<file path="src/rtl/irq_trig_pkg.sv">
`timescale 1ns/1ps
package irq_trig_pkg;
  localparam int          WORD_W        = 32;
  localparam int          FIELDS_PER_W  = 16;
  localparam int          PRIV_LINES    = 7;
  localparam int          PRIV_FIRST_ID = 25;
  localparam int          SHARED_BASE   = 32;
  localparam logic [1:0]  CFG_SOFT      = 2'b10;
  localparam logic [1:0]  CFG_PRIV      = 2'b01;
  localparam logic [6:0]  PRIV_LOW_MASK = 7'b011_1111;
  localparam logic [31:0] IDENT_WORD    = {8'h00, 4'h0, 4'h0, 4'h0, 12'h43B};

  typedef enum logic [1:0] {
    WC_SOFT   = 2'd0,
    WC_PRIV   = 2'd1,
    WC_SHARED = 2'd2,
    WC_OTHER  = 2'd3
  } word_class_e;

  // Spread a 16-bit set of trigger bits into a packed config word.
  function automatic logic [31:0] expand_shared(input logic [15:0] msb);
    logic [31:0] r;
    for (int k = 0; k < FIELDS_PER_W; k++) begin
      r[2*k]   = 1'b1;
      r[2*k+1] = msb[k];
    end
    return r;
  endfunction

  function automatic logic [15:0] odd_bits(input logic [31:0] w);
    logic [15:0] r;
    for (int k = 0; k < FIELDS_PER_W; k++) r[k] = w[2*k+1];
    return r;
  endfunction

  function automatic logic [31:0] fixed_word(input logic [1:0] code, input int first, input int last);
    logic [31:0] r;
    r = '0;
    for (int k = 0; k < FIELDS_PER_W; k++)
      if (k >= first && k <= last) r[2*k +: 2] = code;
    return r;
  endfunction
endpackage

</file>
<file path="src/rtl/irq_sync2.sv">
`timescale 1ns/1ps
module irq_sync2 #(
  parameter int W = 8
) (
  input  logic         clk,
  input  logic         rst,
  input  logic [W-1:0] d_i,
  output logic [W-1:0] q_o
);
  logic [W-1:0] meta_q;
  logic [W-1:0] sync_q;

  always_ff @(posedge clk) begin
    if (rst) begin
      meta_q <= '0;
      sync_q <= '0;
    end else begin
      meta_q <= d_i;
      sync_q <= meta_q;
    end
  end

  assign q_o = sync_q;

  // the synchronized output is the input two edges earlier
  p_sync_delay_r8: assert property (@(posedge clk) disable iff (rst)
    !$past(rst) |=> sync_q == $past(meta_q));
endmodule

</file>
<file path="src/rtl/irq_sense.sv">
`timescale 1ns/1ps
module irq_sense #(
  parameter int W = 8
) (
  input  logic         clk,
  input  logic         rst,
  input  logic [W-1:0] sync_i,
  input  logic [W-1:0] edge_mode_i,
  input  logic [W-1:0] ack_i,
  output logic [W-1:0] pend_o
);
  logic [W-1:0] prev_q;
  logic [W-1:0] pend_q;
  logic [W-1:0] rise;

  assign rise = sync_i & ~prev_q;

  always_ff @(posedge clk) begin
    if (rst) prev_q <= '0;
    else     prev_q <= sync_i;
  end

  for (genvar i = 0; i < W; i++) begin : g_lane
    always_ff @(posedge clk) begin
      if (rst)                 pend_q[i] <= 1'b0;
      else if (edge_mode_i[i]) pend_q[i] <= rise[i] | (pend_q[i] & ~ack_i[i]);
      else                     pend_q[i] <= sync_i[i];
    end
  end

  assign pend_o = pend_q;

  // level lanes copy the synchronized line one edge later
  p_level_follow_r8: assert property (@(posedge clk) disable iff (rst)
    !rst |=> ((pend_q ^ $past(sync_i)) & ~$past(edge_mode_i)) == '0);

  // an edge-captured flag without acknowledge is held
  p_edge_hold_r9: assert property (@(posedge clk) disable iff (rst)
    !rst |=> (pend_q & $past(edge_mode_i & pend_q & ~ack_i)) == $past(edge_mode_i & pend_q & ~ack_i));

  // a new edge wins over a simultaneous acknowledge
  p_edge_beats_ack_r10: assert property (@(posedge clk) disable iff (rst)
    !rst |=> (pend_q & $past(edge_mode_i & rise & ack_i)) == $past(edge_mode_i & rise & ack_i));
endmodule

</file>
<file path="src/rtl/irq_cfg_regs.sv">
`timescale 1ns/1ps
module irq_cfg_regs
  import irq_trig_pkg::*;
#(
  parameter int NUM_SHARED = 32,
  parameter int ADDR_W     = 6
) (
  input  logic                  clk,
  input  logic                  rst,
  input  logic [ADDR_W-1:0]     addr_i,
  input  logic                  we_i,
  input  logic [31:0]           wdata_i,
  output logic [NUM_SHARED-1:0] edge_mode_o,
  output logic [31:0]           rdata_o
);
  localparam int          SH_WORDS   = NUM_SHARED / FIELDS_PER_W;
  localparam int          FIRST_SH   = 2;
  localparam logic [ADDR_W-1:0] ID_ADDR = {ADDR_W{1'b1}};
  localparam logic [31:0] SOFT_WORD  = fixed_word(CFG_SOFT, 0, 15);
  localparam logic [31:0] PRIV_WORD  = fixed_word(CFG_PRIV, PRIV_FIRST_ID - 16, 15);

  initial begin
    if (NUM_SHARED % FIELDS_PER_W != 0) $error("NUM_SHARED must be a multiple of 16");
    if (FIRST_SH + SH_WORDS >= (1 << ADDR_W)) $error("ADDR_W too small");
  end

  for (genvar w = 0; w < SH_WORDS; w++) begin : g_word
    logic [15:0] msb_q;
    always_ff @(posedge clk) begin
      if (rst) msb_q <= '0;
      else if (we_i && addr_i == ADDR_W'(FIRST_SH + w)) msb_q <= odd_bits(wdata_i);
    end
    assign edge_mode_o[w*FIELDS_PER_W +: FIELDS_PER_W] = msb_q;
  end

  word_class_e      cls;
  logic [ADDR_W-1:0] sh_idx;
  logic [31:0]      rd_next;
  logic [31:0]      rdata_q;

  always_comb begin
    sh_idx = addr_i - ADDR_W'(FIRST_SH);
    if (addr_i == '0)                                            cls = WC_SOFT;
    else if (addr_i == ADDR_W'(1))                               cls = WC_PRIV;
    else if (addr_i >= ADDR_W'(FIRST_SH) && 32'(sh_idx) < SH_WORDS) cls = WC_SHARED;
    else                                                         cls = WC_OTHER;
  end

  always_comb begin
    unique case (cls)
      WC_SOFT:   rd_next = SOFT_WORD;
      WC_PRIV:   rd_next = PRIV_WORD;
      WC_SHARED: rd_next = expand_shared(edge_mode_o[32'(sh_idx)*FIELDS_PER_W +: FIELDS_PER_W]);
      default:   rd_next = (addr_i == ID_ADDR) ? IDENT_WORD : '0;
    endcase
  end

  always_ff @(posedge clk) begin
    if (rst) rdata_q <= '0;
    else     rdata_q <= rd_next;
  end

  assign rdata_o = rdata_q;

  // software-generated word is fixed
  p_soft_word_r2: assert property (@(posedge clk) disable iff (rst)
    addr_i == '0 |=> rdata_o == 32'hAAAA_AAAA);
  // private word is fixed
  p_priv_word_r3: assert property (@(posedge clk) disable iff (rst)
    addr_i == ADDR_W'(1) |=> rdata_o == 32'h5554_0000);
  // identification word
  p_ident_r5: assert property (@(posedge clk) disable iff (rst)
    addr_i == ID_ADDR |=> rdata_o == 32'h0000_043B);
  // shared fields always read with the low bit set
  p_shared_lsb_r4: assert property (@(posedge clk) disable iff (rst)
    cls == WC_SHARED |=> (rdata_o & 32'h5555_5555) == 32'h5555_5555);
endmodule

</file>
<file path="src/rtl/irq_trig_cfg.sv">
`timescale 1ns/1ps
module irq_trig_cfg
  import irq_trig_pkg::*;
#(
  parameter int NUM_SHARED = 32,
  parameter int ADDR_W     = 6
) (
  input  logic                     clk,
  input  logic                     rst,
  input  logic [ADDR_W-1:0]        reg_addr,
  input  logic                     reg_we,
  input  logic [31:0]              reg_wdata,
  output logic [31:0]              reg_rdata,
  input  logic [PRIV_LINES-1:0]    ppi_raw,
  input  logic [NUM_SHARED-1:0]    spi_raw,
  input  logic [SHARED_BASE+NUM_SHARED-1:0] irq_ack,
  output logic [SHARED_BASE+NUM_SHARED-1:0] irq_pending
);
  localparam int SYNC_W = NUM_SHARED + PRIV_LINES;

  logic [NUM_SHARED-1:0] edge_mode;
  logic [PRIV_LINES-1:0] priv_norm;
  logic [SYNC_W-1:0]     sync_out;
  logic [PRIV_LINES-1:0] priv_pend;
  logic [NUM_SHARED-1:0] sh_pend;

  irq_cfg_regs #(.NUM_SHARED(NUM_SHARED), .ADDR_W(ADDR_W)) u_regs (
    .clk(clk), .rst(rst), .addr_i(reg_addr), .we_i(reg_we), .wdata_i(reg_wdata),
    .edge_mode_o(edge_mode), .rdata_o(reg_rdata)
  );

  // Normalize polarity ahead of synchronization so reset value means idle.
  assign priv_norm = ppi_raw ^ PRIV_LOW_MASK;

  irq_sync2 #(.W(SYNC_W)) u_sync (
    .clk(clk), .rst(rst), .d_i({spi_raw, priv_norm}), .q_o(sync_out)
  );

  irq_sense #(.W(PRIV_LINES)) u_priv (
    .clk(clk), .rst(rst), .sync_i(sync_out[PRIV_LINES-1:0]),
    .edge_mode_i('0), .ack_i(irq_ack[PRIV_FIRST_ID +: PRIV_LINES]), .pend_o(priv_pend)
  );

  irq_sense #(.W(NUM_SHARED)) u_shared (
    .clk(clk), .rst(rst), .sync_i(sync_out[SYNC_W-1:PRIV_LINES]),
    .edge_mode_i(edge_mode), .ack_i(irq_ack[SHARED_BASE +: NUM_SHARED]), .pend_o(sh_pend)
  );

  assign irq_pending = {sh_pend, priv_pend, {PRIV_FIRST_ID{1'b0}}};

  // no pending flag below the first private line
  p_low_quiet_r11: assert property (@(posedge clk) disable iff (rst)
    irq_pending[PRIV_FIRST_ID-1:0] == '0);
  // private lanes never latch, so they track their line
  p_priv_level_r7: assert property (@(posedge clk) disable iff (rst)
    !rst |=> irq_pending[SHARED_BASE-1:PRIV_FIRST_ID] == $past(sync_out[PRIV_LINES-1:0]));
endmodule

</file>
<file path="config.mk">
export PLATFORM = sky130hd
export DESIGN_NAME = irq_trig_cfg
export DESIGN_NICKNAME = d
export VERILOG_FILES = /design/src/rtl/irq_trig_pkg.sv /design/src/rtl/irq_sync2.sv /design/src/rtl/irq_sense.sv /design/src/rtl/irq_cfg_regs.sv /design/src/rtl/irq_trig_cfg.sv
export SDC_FILE = /design/constraint.sdc
export NUM_CORES = 1
export LEC_CHECK = 0
export BUFFER_PORTS_ARGS = -buffer_cell sky130_fd_sc_hd__buf_4
export CAP_MARGIN = 5
export CORE_UTILIZATION = 50
export DETAILED_ROUTE_END_ITERATION = 6
export GPL_TIMING_DRIVEN = 0
export PLACE_DENSITY_LB_ADDON = 0.1
export REMOVE_ABC_BUFFERS = 1
export SYNTH_ARGS = -nofsm -noshare
export SYNTH_HDL_FRONTEND = slang
export SYNTH_HIERARCHICAL = 1
export SYNTH_SLANG_ARGS = --single-unit
</file>
<file path="constraint.sdc">
create_clock -name clk -period 3.2 [get_ports clk]
set_input_delay 0.64 -clock clk [delete_from_list [all_inputs] [get_ports clk]]
set_output_delay 0.64 -clock clk [all_outputs]
set_load 0.03 [all_outputs]
</file>
After elaboration in Yosys (flattened, before gate mapping):

Index checks and enable logic that the tools add are counted.

* word-level logic and storage cells: 196
* bits of input ports: 144
* register bits after elaboration: 213
* output and inout port bits: 96

* bitwise operators: 99
* mux-type cells: 37
* equal/unequal tests: 6
* add/sub/neg operators: 1
* order comparisons: 2
* shift operators: 1
* reductions and logical operators: 5

Operators by type and width (count)
* case mux 32 bit (3 select lines): 1
* two-way mux 1 bit: 33
* AND 1 bit: 32
* AND 32 bit: 1
* NOT 1 bit: 32
* NOT 32 bit: 1
* bitwise OR 1 bit: 32
* variable part select 32 x 11 -> 16 bit: 1
* == test 6 x 2 -> 1 bit, second input constant: 2
* two-way mux 11 bit: 1
* == test 6 x 1 -> 1 bit, second input constant: 1
* == test 6 bit, second input constant: 1
* greater-or-equal comparator 6 x 2 -> 1 bit, second input constant: 1
* logical NOT 6 bit: 1
* less-than comparator 6 x 2 -> 1 bit, second input constant: 1
* NOT 6 bit: 1
* subtractor 6 x 2 -> 6 bit, second input constant: 1
* two-way mux 2 bit: 2
* logical AND 1 bit: 3
* == test 2 x 1 -> 1 bit, second input constant: 1
* == test 2 bit, second input constant: 1
* logical NOT 2 bit: 1

Depth between registers and ports, before layout:

* word-level depth: 8
* depth in mapped cells: 9
* depth with buffers taken out: 8

Cells and area by module:

The synthesis kept the hierarchy.

By module, submodules not included
* irq_cfg_regs: sequential area each 1021.0 um^2, area each 2363.5 um^2, times used 1, cells each 232
* irq_sense at u_shared: sequential area each 1281.2 um^2, area each 2228.4 um^2, times used 1, cells each 199
* irq_sync2: sequential area each 1561.5 um^2, area each 2104.5 um^2, times used 1, cells each 164
* irq_sense at u_priv: sequential area each 280.3 um^2, area each 491.7 um^2, times used 1, cells each 43
* irq_trig_cfg: sequential area each 0.0 um^2, area each 214.0 um^2, times used 1, cells each 32

Worst setup path after synthesis:

Ideal clock, no wire load.

* path type: input to register
* from: input reg_addr[2]
* to: register u_regs.rdata_q[1], in the netlist u_regs/rdata_o[1]
* arrival: 2.383 ns
* required time: 3.099 ns
* path buffers: 1
* stages: 8
* setup time: 0.101 ns
* setup slack: 0.716 ns
* path through: nor4_1 -> nand2_1 -> o32a_1 -> ha_1 -> or2_2 -> clkbuf_1 -> o22a_1 -> o41ai_1

* word-level cells in the longest chain between the ends: 8
* elaborated cells on any way between the ends: 16
* those cells by class: add/sub (1); order compare (2); eq/ne (4); shift (1); mux (5); reduce/logical (3)

Ends and longest elaborated chain
* start, declared: line irq_trig_cfg.sv:10 `input logic [ADDR_W-1:0] reg_addr,`
* subtractor 6 x 2 -> 6 bit: line irq_cfg_regs.sv:42 `sh_idx = addr_i - ADDR_W'(FIRST_SH);`
* less-than comparator 6 x 2 -> 1 bit: line irq_cfg_regs.sv:45 `else if (addr_i >= ADDR_W'(FIRST_SH) && 32'(sh_idx) < SH_WORDS) cls = WC_SHARED;`
* logical AND 1 bit: line irq_cfg_regs.sv:45
* two-way mux 1 bit: line irq_cfg_regs.sv:45
* two-way mux 2 bit: line irq_cfg_regs.sv:44 `else if (addr_i == ADDR_W'(1)) cls = WC_PRIV;`
* two-way mux 2 bit: line irq_cfg_regs.sv:43 `if (addr_i == '0) cls = WC_SOFT;`
* == test 2 bit, or another cell as far along: line irq_cfg_regs.sv:50 `unique case (cls)`
* case mux 32 bit (3 select lines) (*): line irq_cfg_regs.sv:50
* end signal, assigned: line irq_cfg_regs.sv:60 `else rdata_q <= rd_next;`
* end, declared: line irq_cfg_regs.sv:39 `logic [31:0] rdata_q;`

Every way passes the cells marked *; elsewhere a longest branch is shown, timed or not.
A chain may end at the register's enable or synchronous reset.

Worst setup path in the final report:

* from: input reg_addr[3]
* to: register u_regs.rdata_q[5], in the netlist u_regs/rdata_o[5]

The elaborated chain is that of the path after synthesis.

==> metrics.cfg <==
[setup_path]
crit_type = input port to flip-flop
r2r_cells = 3
r2r_start = u_regs/g_word[0].msb_q[15]
r2r-end = u_regs/rdata_o[31]
required_ns = 3.56
arrival_ns = 2.80
ff2ff_setup_slack_ns = 2.25
worst-path-max-fanout = 14
endpoint_kind = flip-flop
crit_path_start_kind = input port

[cts]
cts_buffer_depth = 3
cts_root_buf = clkbuf_16
numCtsBuffers = 21
htreeDepth = 1
cts_sinks = 207
cts_tree = yes
post-cts-setup-buffer-count = 0
clock_latency_ns = 0.48
cts-resized-gates = 0
cts.clk_slew.worst_paths_ns = 0.06
ctsHoldBuffers = 0

[power]
power.density_mw_per_mm2 = 574
peakVddDrop_mv = 0.510
leakage_nw = 4.28

[floorplanning]
die_h_um = 124
fp.dieArea_mm2 = 0.0153
fp.dieW_um = 124
std_cell_rows = 44
core_mm2 = 0.0145
initial_core_util_pct = 51.1
pin_count = 240

[synth]
synth_ff_type = dfxtp_1
ys_seq_area_share_pct = 56.0
synth-seq-cells = 207
syn_area_mm2 = 0.00740
syn-mean-instance-area_um2 = 11.0
synth_cell_types = 34
yosysWarningCount = 6
synth-edff-count = 0
async_flop_share_pct = 0
synthCells = 670

[detailed_routing]
drt_iter0_drc = 155
drc = 0
firstDrtPassIters = 4
num_vias = 4877
ant_nets = 0
finalWirelength_mm = 14.0
routedWlPerCell_um = 13.5
vias_per_cell = 4.71

[global_routing]
antenna_found_initial = 0
grt_pass1_wl_mm = 21.6
grt_overflow = 0
grt_pass1_vias = 4630
grt_use_total_pct = 17.8
grt_max_degree = 118

[timing]
maxSlewHeadroom_pct = 47.6
skew_ns = 0.00629
tightest_slew_ns = 0.779
slew_viol_final = 0
rsz0062_at_grt = false
setup_violations = 0
max_freq_mhz = 411
setup_tns_ns = 0
hold_slack_ns = 0.369
min_period_ns = 2.44
period_share_pct = 76.1
hold_viol_final = 0

[placed_design]
dpl-instance-area_mm2 = 0.00862
io_buffers = 173
gp_congestion = 0.746
dp_hpwl_mm = 9.41

[cells_and_area]
diodes = 0
final_common_cell = dfxtp_1
area_delta_synth_final_pct = 25.4
mostFrequentLayoutCells = 207 x dfxtp_1, 172 x buf_4, 118 x nor2b_1
final_cell_area_mm2 = 0.00929
layout.nets = 987
drive_above_1_share_pct = 26.6

[run]
maxCapViolations = 0

[status]
status = finished clean

[min_path]
hold_start = spi_raw[29]
hold_path_depth = 2
worstHoldPathType = input port to flip-flop
hold_path_end = u_sync/meta_q[36]

report_power, final:
part	switching, mW	internal (mW)	total (mW)
combinational	0.184	0.172	0.356
sequential	0.0207	2.65	2.67
clock	0.910	1.39	2.30
final cells by class:
type | instances | area, um2
sequential | 207 | 4140
clock inverter | 2 | 10.0
multi-input combinational | 423 | 2880
fill | 1166 | 5190
inverter | 11 | 41.3
clock buffer | 34 | 654
timing repair buffer | 174 | 1330
tap | 184 | 230
per-layer routing:
layer  up-vias  GRT usage [%]  routed length [um]
met4         0           6.25                 271
li1       2475              -                   -
met3        24           4.35                 915
met1      2239           21.7                6080
met2       139           30.5                6720
met5         -              0                   0
per-stage QoR:
stage	power (mW)	instances	setup slack (ns)	util, %
CTS	5.41	1035	0.794	64.1
finish	5.33	1035	0.764	64.1
global route	5.54	1035	0.601	64.1
detailed placement	3.09	999	0.277	59.5
floorplan	2.90	641	0.745	-
global placement	3.07	998	0.144	59.3
worst max path at each step:
stage           startpoint                end  cells past startpoint
5_1_grt        reg_addr[3]  u_regs/rdata_o[5]                      8
3_5_place_dp   reg_addr[3]  u_regs/rdata_o[1]                      8
2_1_floorplan  reg_addr[2]  u_regs/rdata_o[1]                      7
6_report       reg_addr[3]  u_regs/rdata_o[5]                      8
3_3_place_gp           rst  u_regs/rdata_o[5]                      4
4_1_cts        reg_addr[3]  u_regs/rdata_o[1]                      8
logic make-up (layout without fill, tap and decap cells):
| family | after synthesis | after routing | synth area share, % |
|---|---|---|---|
| xor+xnor | 1 | 1 | 0.118 |
| compound gates | 59 | 59 | 5.65 |
| fa+ha+maj | 5 | 5 | 0.845 |
| other cells | 1 | 39 | 0.0507 |
| flops | 207 | 207 | 56.0 |
| buf+inv | 78 | 221 | 7.10 |
| simple gates | 271 | 271 | 23.5 |
| mux | 48 | 48 | 6.71 |
synthesized netlist by cell type, types with 10 or more instances:
cell      number  share of area, %
a21oi_1       13              0.88
nor2b_1      118                10
nand2b_1      48               4.1
buf_6         10               1.5
buf_4         39               4.0
nand2_1       42               2.1
a21o_1        39               4.0
nor4bb_1      36               4.9
dfxtp_1      207                56
mux2_2        13               2.0
mux2i_1       35               4.7
inv_1         11              0.56
nor2_1        14              0.71
worst max-delay path, cell delays in order:
cell     delay, ns
buf_4         0.14
nor4_1        0.48
nand2_1       0.23
o32ai_1       0.23
ha_1          0.64
inv_1         0.10
o22a_1        0.26
o41ai_1       0.08
sequential cells by signal, summed over array words and instances (netlist names):
name,count
u_priv/pend_o,7
u_sync/meta_q,39
u_shared/prev_q,32
u_sync/q_o,39
u_regs/rdata_o,19
u_shared/pend_o,32
u_regs/g_word.msb_q,32
u_priv/prev_q,7
Power figures use the tool's default switching activity.
